--- src/rtl/sff_pkg.sv ---
package sff_pkg;
  localparam logic [7:0] OPC_RD         = 8'h03;
  localparam logic [7:0] OPC_RD_FAST    = 8'h0B;
  localparam logic [7:0] OPC_STAT_RD    = 8'h05;
  localparam logic [7:0] OPC_ID_RD      = 8'h9F;
  localparam logic [7:0] OPC_PROG       = 8'h02;
  localparam logic [7:0] OPC_ERASE_SECT = 8'hD8;
  localparam logic [7:0] OPC_ERASE_ALL  = 8'hC7;
  localparam logic [7:0] OPC_WEN_SET    = 8'h06;
  localparam logic [7:0] OPC_WEN_CLR    = 8'h04;
  localparam logic [7:0] OPC_STAT_WR    = 8'h01;

  typedef enum logic [2:0] {
    PH_OPC, PH_ADDR, PH_DUMMY, PH_DOUT, PH_DIN, PH_HOLD, PH_IGN
  } phase_e;

  typedef enum logic [1:0] {
    RQ_PROG = 2'd0, RQ_ERASE_SECT = 2'd1, RQ_ERASE_ALL = 2'd2, RQ_STAT_WR = 2'd3
  } req_kind_e;
endpackage

--- src/rtl/sff_insync.sv ---
module sff_insync #(
  parameter int SYNC = 2
) (
  input  logic clk,
  input  logic rst,
  input  logic sclk,
  input  logic cs_n,
  input  logic sdi,
  output logic rise,
  output logic fall,
  output logic sdi_q,
  output logic cs_act,
  output logic cs_end
);
  logic [SYNC:0]   sck_p;
  logic [SYNC:0]   csn_p;
  logic [SYNC-1:0] sdi_p;

  always_ff @(posedge clk) begin
    if (rst) begin
      sck_p <= '0;
      csn_p <= '1;
      sdi_p <= '0;
    end else begin
      sck_p <= {sck_p[SYNC-1:0], sclk};
      csn_p <= {csn_p[SYNC-1:0], cs_n};
      if (SYNC > 1) sdi_p <= {sdi_p[SYNC-2:0], sdi};
      else          sdi_p <= sdi;
    end
  end

  assign rise   = sck_p[SYNC-1] & ~sck_p[SYNC];
  assign fall   = ~sck_p[SYNC-1] & sck_p[SYNC];
  assign sdi_q  = sdi_p[SYNC-1];
  assign cs_act = ~csn_p[SYNC-1];
  assign cs_end = csn_p[SYNC-1] & ~csn_p[SYNC];
endmodule

--- src/rtl/sff_pagebuf.sv ---
module sff_pagebuf #(
  parameter int DEPTH = 256,
  localparam int IW = $clog2(DEPTH)
) (
  input  logic          clk,
  input  logic          we,
  input  logic [IW-1:0] waddr,
  input  logic [7:0]    wdata,
  input  logic [IW-1:0] raddr,
  output logic [7:0]    rdata
);
  logic [7:0] mem [DEPTH];

  always_ff @(posedge clk) begin
    if (we) mem[waddr] <= wdata;
    rdata <= mem[raddr];
  end
endmodule

--- src/rtl/sff_dout.sv ---
module sff_dout (
  input  logic       clk,
  input  logic       rst,
  input  logic       cs_act,
  input  logic       fall,
  input  logic       arm,
  input  logic [7:0] nxt_byte,
  output logic       sdo,
  output logic       sdo_en,
  output logic       take
);
  logic [6:0] sh_q;
  logic [2:0] cnt_q;

  always_ff @(posedge clk) begin
    if (rst || !cs_act) begin
      sh_q   <= '0;
      cnt_q  <= '0;
      sdo    <= 1'b0;
      sdo_en <= 1'b0;
      take   <= 1'b0;
    end else begin
      take <= 1'b0;
      if (fall && arm) begin
        cnt_q  <= cnt_q + 3'd1;
        sdo_en <= 1'b1;
        if (cnt_q == 3'd0) begin
          sdo  <= nxt_byte[7];
          sh_q <= nxt_byte[6:0];
          take <= 1'b1;
        end else begin
          sdo  <= sh_q[6];
          sh_q <= {sh_q[5:0], 1'b0};
        end
      end
    end
  end
endmodule

--- src/rtl/sff_cmd.sv ---
module sff_cmd import sff_pkg::*; #(
  parameter int          AW     = 24,
  parameter int          PAGE   = 256,
  parameter logic [23:0] ID_VAL = 24'h3A7115,
  localparam int         PW     = $clog2(PAGE),
  localparam int         LW     = PW + 1
) (
  input  logic          clk,
  input  logic          rst,
  input  logic          cs_act,
  input  logic          cs_end,
  input  logic          rise,
  input  logic          sdi_q,
  input  logic          busy,
  input  logic          take,
  input  logic [7:0]    rd_data,
  output logic [AW-1:0] rd_addr,
  output logic          arm,
  output logic [7:0]    nxt_byte,
  output logic          buf_we,
  output logic [PW-1:0] buf_waddr,
  output logic [7:0]    buf_wdata,
  output logic          req_valid,
  output logic [1:0]    req_kind,
  output logic [AW-1:0] req_addr,
  output logic [LW-1:0] req_len,
  output logic [7:0]    req_data,
  output logic          wel
);
  phase_e        phase_q;
  logic [7:0]    op_q;
  logic [6:0]    sh_q;
  logic [2:0]    bitc_q;
  logic [1:0]    acnt_q;
  logic [23:0]   addr_q;
  logic [LW-1:0] dcnt_q;
  logic [PW-1:0] wptr_q;
  logic [7:0]    data_q;
  logic [5:0]    sr_hi_q;
  logic [1:0]    id_idx_q;
  logic [AW-1:0] rd_addr_q;

  logic [7:0]  byte_in;
  logic        byte_done;
  logic [23:0] addr_nx;

  assign byte_in   = {sh_q, sdi_q};
  assign byte_done = cs_act && rise && (bitc_q == 3'd7);
  assign addr_nx   = {addr_q[15:0], byte_in};

  assign buf_we    = byte_done && (phase_q == PH_DIN) && (op_q == OPC_PROG);
  assign buf_waddr = wptr_q;
  assign buf_wdata = byte_in;
  assign arm       = (phase_q == PH_DOUT);
  assign rd_addr   = rd_addr_q;

  always_comb begin
    case (op_q)
      OPC_RD, OPC_RD_FAST: nxt_byte = rd_data;
      OPC_STAT_RD:         nxt_byte = {sr_hi_q, wel, busy};
      OPC_ID_RD: begin
        case (id_idx_q)
          2'd0:    nxt_byte = ID_VAL[23:16];
          2'd1:    nxt_byte = ID_VAL[15:8];
          2'd2:    nxt_byte = ID_VAL[7:0];
          default: nxt_byte = 8'h00;
        endcase
      end
      default: nxt_byte = 8'h00;
    endcase
  end

  always_ff @(posedge clk) begin
    if (rst) begin
      phase_q   <= PH_OPC;
      op_q      <= 8'h00;
      sh_q      <= '0;
      bitc_q    <= '0;
      acnt_q    <= '0;
      addr_q    <= '0;
      dcnt_q    <= '0;
      wptr_q    <= '0;
      data_q    <= '0;
      sr_hi_q   <= '0;
      id_idx_q  <= '0;
      rd_addr_q <= '0;
      wel       <= 1'b0;
      req_valid <= 1'b0;
      req_kind  <= '0;
      req_addr  <= '0;
      req_len   <= '0;
      req_data  <= '0;
    end else begin
      req_valid <= 1'b0;
      if (!cs_act) begin
        phase_q  <= PH_OPC;
        bitc_q   <= '0;
        acnt_q   <= '0;
        dcnt_q   <= '0;
        wptr_q   <= '0;
        id_idx_q <= '0;
        // commit only on a byte boundary and only when the back-end is idle
        if (cs_end && (bitc_q == 3'd0) && !busy) begin
          case (phase_q)
            PH_HOLD: begin
              case (op_q)
                OPC_WEN_SET: wel <= 1'b1;
                OPC_WEN_CLR: wel <= 1'b0;
                OPC_ERASE_SECT, OPC_ERASE_ALL: begin
                  if (wel) begin
                    req_valid <= 1'b1;
                    req_kind  <= (op_q == OPC_ERASE_SECT) ? RQ_ERASE_SECT : RQ_ERASE_ALL;
                    req_addr  <= addr_q[AW-1:0];
                    req_len   <= '0;
                    wel       <= 1'b0;
                  end
                end
                default: ;
              endcase
            end
            PH_DIN: begin
              if (wel && (dcnt_q != '0)) begin
                req_valid <= 1'b1;
                req_addr  <= addr_q[AW-1:0];
                req_len   <= dcnt_q;
                req_data  <= data_q;
                wel       <= 1'b0;
                if (op_q == OPC_PROG) begin
                  req_kind <= RQ_PROG;
                end else begin
                  req_kind <= RQ_STAT_WR;
                  sr_hi_q  <= data_q[7:2];
                end
              end
            end
            default: ;
          endcase
        end
      end else begin
        if (rise) begin
          sh_q   <= byte_in[6:0];
          bitc_q <= bitc_q + 3'd1;
        end
        if (byte_done) begin
          case (phase_q)
            PH_OPC: begin
              op_q <= byte_in;
              if (busy && (byte_in != OPC_STAT_RD)) begin
                phase_q <= PH_IGN;
              end else begin
                case (byte_in)
                  OPC_RD, OPC_RD_FAST, OPC_PROG, OPC_ERASE_SECT: phase_q <= PH_ADDR;
                  OPC_STAT_RD, OPC_ID_RD:                        phase_q <= PH_DOUT;
                  OPC_WEN_SET, OPC_WEN_CLR, OPC_ERASE_ALL:       phase_q <= PH_HOLD;
                  OPC_STAT_WR:                                   phase_q <= PH_DIN;
                  default:                                       phase_q <= PH_IGN;
                endcase
              end
            end
            PH_ADDR: begin
              addr_q <= addr_nx;
              acnt_q <= acnt_q + 2'd1;
              if (acnt_q == 2'd2) begin
                rd_addr_q <= addr_nx[AW-1:0];
                case (op_q)
                  OPC_RD:      phase_q <= PH_DOUT;
                  OPC_RD_FAST: phase_q <= PH_DUMMY;
                  OPC_PROG:    phase_q <= PH_DIN;
                  default:     phase_q <= PH_HOLD;
                endcase
              end
            end
            PH_DUMMY: phase_q <= PH_DOUT;
            PH_DIN: begin
              if (dcnt_q != LW'(PAGE)) dcnt_q <= dcnt_q + 1'b1;
              if (dcnt_q == '0) data_q <= byte_in;
              wptr_q <= wptr_q + 1'b1;
            end
            default: ;
          endcase
        end
        if (take) begin
          if (op_q == OPC_ID_RD) begin
            if (id_idx_q != 2'd3) id_idx_q <= id_idx_q + 2'd1;
          end else begin
            rd_addr_q <= rd_addr_q + 1'b1;
          end
        end
      end
    end
  end
endmodule

--- src/rtl/serflash_front.sv ---
module serflash_front #(
  parameter int          AW     = 24,
  parameter int          PAGE   = 256,
  parameter int          SYNC   = 2,
  parameter logic [23:0] ID_VAL = 24'h3A7115,
  localparam int         PW     = $clog2(PAGE)
) (
  input  logic          clk,
  input  logic          rst,
  input  logic          sclk,
  input  logic          cs_n,
  input  logic          sdi,
  output logic          sdo,
  output logic          sdo_en,
  output logic [AW-1:0] rd_addr,
  input  logic [7:0]    rd_data,
  input  logic          busy,
  output logic          req_valid,
  output logic [1:0]    req_kind,
  output logic [AW-1:0] req_addr,
  output logic [PW:0]   req_len,
  output logic [7:0]    req_data,
  input  logic [PW-1:0] buf_raddr,
  output logic [7:0]    buf_rdata
);
  logic          rise, fall, sdi_q, cs_act, cs_end;
  logic          take, arm, wel_w;
  logic [7:0]    nxt_byte;
  logic          buf_we;
  logic [PW-1:0] buf_waddr;
  logic [7:0]    buf_wdata;

  sff_insync #(.SYNC(SYNC)) u_sync (
    .clk(clk), .rst(rst), .sclk(sclk), .cs_n(cs_n), .sdi(sdi),
    .rise(rise), .fall(fall), .sdi_q(sdi_q), .cs_act(cs_act), .cs_end(cs_end)
  );

  sff_cmd #(.AW(AW), .PAGE(PAGE), .ID_VAL(ID_VAL)) u_cmd (
    .clk(clk), .rst(rst), .cs_act(cs_act), .cs_end(cs_end), .rise(rise),
    .sdi_q(sdi_q), .busy(busy), .take(take), .rd_data(rd_data),
    .rd_addr(rd_addr), .arm(arm), .nxt_byte(nxt_byte),
    .buf_we(buf_we), .buf_waddr(buf_waddr), .buf_wdata(buf_wdata),
    .req_valid(req_valid), .req_kind(req_kind), .req_addr(req_addr),
    .req_len(req_len), .req_data(req_data), .wel(wel_w)
  );

  sff_dout u_dout (
    .clk(clk), .rst(rst), .cs_act(cs_act), .fall(fall), .arm(arm),
    .nxt_byte(nxt_byte), .sdo(sdo), .sdo_en(sdo_en), .take(take)
  );

  sff_pagebuf #(.DEPTH(PAGE)) u_buf (
    .clk(clk), .we(buf_we), .waddr(buf_waddr), .wdata(buf_wdata),
    .raddr(buf_raddr), .rdata(buf_rdata)
  );
endmodule

--- config.mk ---
export PLATFORM = sky130hd
export DESIGN_NAME = serflash_front
export DESIGN_NICKNAME = d
export VERILOG_FILES = /design/src/rtl/sff_pkg.sv /design/src/rtl/sff_insync.sv /design/src/rtl/sff_pagebuf.sv /design/src/rtl/sff_dout.sv /design/src/rtl/sff_cmd.sv /design/src/rtl/serflash_front.sv
export SDC_FILE = /design/constraint.sdc
export NUM_CORES = 2
export LEC_CHECK = 0
export ABC_AREA = 1
export CAP_MARGIN = 0
export CORE_AREA = 2 2 542 679
export DETAILED_ROUTE_END_ITERATION = 7
export DIE_AREA = 0 0 544 681
export MAX_ROUTING_LAYER = met4
export PLACE_DENSITY_LB_ADDON = 0.1
export SLEW_MARGIN = 10
export SYNTH_ARGS = -nofsm -noshare
export SYNTH_HDL_FRONTEND = slang
export SYNTH_SLANG_ARGS = --single-unit
--- constraint.sdc ---
create_clock -name clk -period 5.3 [get_ports clk]
set_input_delay 0.53 -clock clk [delete_from_list [all_inputs] [get_ports clk]]
set_output_delay 0.53 -clock clk [all_outputs]
set_load 0.005 [all_outputs]
==> flow_metrics.env <==
export IMPL_ys_warn_count=0
export IMPL_drv_cap=0
export IMPL_drt_iter0_markers=4888
export IMPL_dieWidth_um=544
export IMPL_finClkSkew_ns=0.0445
export IMPL_stdcell_count=13060
export IMPL_min_period_ns=3.90
export IMPL_core_area_um2=364000
export IMPL_cp_arrival_ns=4.44
export IMPL_avgSynthCellArea_um2=11.3
export IMPL_hold_buffers=0
export IMPL_clk_pin_slew_ns=0.06
export IMPL_ys_top_cells_by_area="edfxtp_1 68%, nand3_1 12%, nand2_1 9.5%"
export IMPL_grt_max_degree=179
export IMPL_seq_area_frac_synth_pct=71.8
export IMPL_grt_antenna_before_repair=15
export IMPL_synthesis_nets=8084
export IMPL_hp_class="in -> reg"
export IMPL_power_leakage_uw=0.0349
export IMPL_dp_hpwl_mm=188
export IMPL_final_cell_mix="2278 x nand2_1, 2103 x nand3_1, 2048 x edfxtp_1, 285 x nor2_1, 245 x clkbuf_16"
export IMPL_start_util_pct=24.9
export IMPL_startpoint_type="flip-flop"
export IMPL_rsz0062_at_grt="false"
export IMPL_area_growth_pct=15.9
export IMPL_power_density_nw_per_um2=360
export IMPL_final_common_cell="nand2_1"
export IMPL_port_buffers=99
export IMPL_cts_repair_resized=0
export IMPL_clkSinkCount=2226
export IMPL_synth_edff_count=2048
export IMPL_setup_tns_final_ns=0
export IMPL_synth_area_um2=90600
export IMPL_postCtsSetupRepairBufs=0
export IMPL_ys_ff_latch=2226
export IMPL_grt_pass1_wl_mm=459
export IMPL_place_inst=12622
export IMPL_ys_flop_type="edfxtp_1"
export IMPL_register_area_um2=65100
export IMPL_worstMarginPinSlew_ns=1.27
export IMPL_dieHeight_um=681
export IMPL_critPathMaxFanout=20
export IMPL_cts_tree="built"
export IMPL_nets=8032
export IMPL_utilization_pct=28.9
export IMPL_slew_headroom_pct=15.1
export IMPL_multi_input_area_um2=23100
export IMPL_root_buffer="clkbuf_16"
export IMPL_status="finished clean"
export IMPL_grt_usage_pct=17.5
export IMPL_first_global_vias=62498
export IMPL_required_ns=5.84
export IMPL_ir_drop_v=0.000254
export IMPL_drc=0
export IMPL_slew_violations=0
export IMPL_syn_inst=8043
export IMPL_cts_inserted_buffers=242
export IMPL_drive_gt1_share_pct=6.84
export IMPL_ios=100
export IMPL_setup_violations=0
export IMPL_crit_type="reg -> reg"
export IMPL_p_total_uw=37800
export IMPL_grt_overflow=0
export IMPL_clk_latency_ns=0.94
export IMPL_routed_wl_mm=321
export IMPL_dieArea_um2=370000
export IMPL_cts_buffer_depth=4
export IMPL_via_count=60866
export IMPL_period_share_pct=73.6
export IMPL_via_per_inst=4.66
export IMPL_hold_viol=0
export IMPL_fill_cells=37377
export IMPL_end_kind="flip-flop"
export IMPL_synth_largest_area_cell="edfxtp_1"
export IMPL_async_reset_ff_share_pct=0
export IMPL_ant_nets=0
export IMPL_place_congestion=0.816
export IMPL_ys_types=40
export IMPL_max_freq_ghz=0.256
export IMPL_drt_pass1_iterations=6
export IMPL_synth_top_area_share_pct=67.9
export IMPL_cts_htree_levels=4
export IMPL_routedWlPerCell_um=24.6
export IMPL_rows=248
-- layout make-up --
type	instances	area share [%]
antenna	3	0.00715
sequential	2226	62.0
multi-input combinational	5149	22.0
timing repair buffer	237	2.37
clock buffer	305	6.10
tap	4875	5.81
clock inverter	130	1.24
inverter	135	0.510
-- per-layer routing --
layer | track usage [%] | routed length, um
met5 | - | 0
met4 | 5.41 | 10300
met3 | 1.87 | 11900
met2 | 29.7 | 159000
met1 | 21.9 | 139000
-- worst max-delay path, stage by stage (launching register included) --
cell     delay, ns
dfxtp_1       0.44
inv_2         0.07
nor2_2        0.12
inv_2         0.07
nor2_4        0.23
inv_2         0.15
nor2_8        0.17
inv_2         0.09
nor2_2        0.13
inv_2         0.29
nor3_4        0.69
nand2_4       0.36
nor2_1        0.67
-- path summary, 6_finish.rpt --
check / start / endpoint / slack [ns] / cells after the start
worst min register to register: u_sync.csn_p[0] / u_sync.csn_p[1] / 0.41 / 1
worst min-delay path: sdi / u_sync.sdi_p[0] / 0.15 / 3
worst max-delay path: u_cmd.phase_q[2] / u_buf.mem[7][2] / 1.40 / 12
worst max register to register: u_cmd.phase_q[2] / u_buf.mem[7][2] / 1.40 / 12
-- cell usage after synthesis (all sizes together), types with 3 or more instances --
cell type	n
nand2	2293
nand3	2112
edfxtp	2048
clkbuf	426
nor2	311
dfxtp	178
a21oi	154
o21ai	134
inv	133
buf	107
nor3	54
nand4	26
ha	19
o211ai	10
o22ai	4
o31ai	4
or2	4
xor2	4
a31oi	3
nand3b	3
nor4	3
-- flip-flops by register name (all words and copies together), names as in the netlist, 8 cells and up --
name,cells
u_cmd.req_addr,24
u_cmd.data_q,8
u_buf.rdata,8
u_cmd.buf_waddr,8
u_cmd.op_q,8
u_cmd.rd_addr,24
u_cmd.dcnt_q,9
u_cmd.req_data,8
u_cmd.req_len,9
u_buf.mem,2048
u_cmd.addr_q,24
-- power by group --
part	internal [uW]	leakage [uW]	switching, uW
Combinational	480	0.0129	1420
Sequential	19000	0.0183	42.5
Clock	9740	0.00375	7180
Total	29200	0.0349	8640
-- cell families after synthesis --
kind of cell | share of synthesized area, %
adder cells (fa/ha/maj) | 0.262
AND/OR/NAND/NOR | 23.2
AO/OA/AOI/OAI | 1.81
buffers and inverters | 2.87
XOR/XNOR | 0.0580
flip-flops | 71.8
-- metrics by stage --
step           cell area, um2  hold WS [ns]  setup WS [ns]
6_report               105000         0.145           1.40
5_1_grt                105000         0.132           1.01
4_1_cts                105000        0.0719           1.30
3_5_place_dp            97300         0.397           1.34
3_3_place_gp            97300         0.396           1.37
2_1_floorplan           90600         0.388          0.222
(Power assumes the default switching activity.)
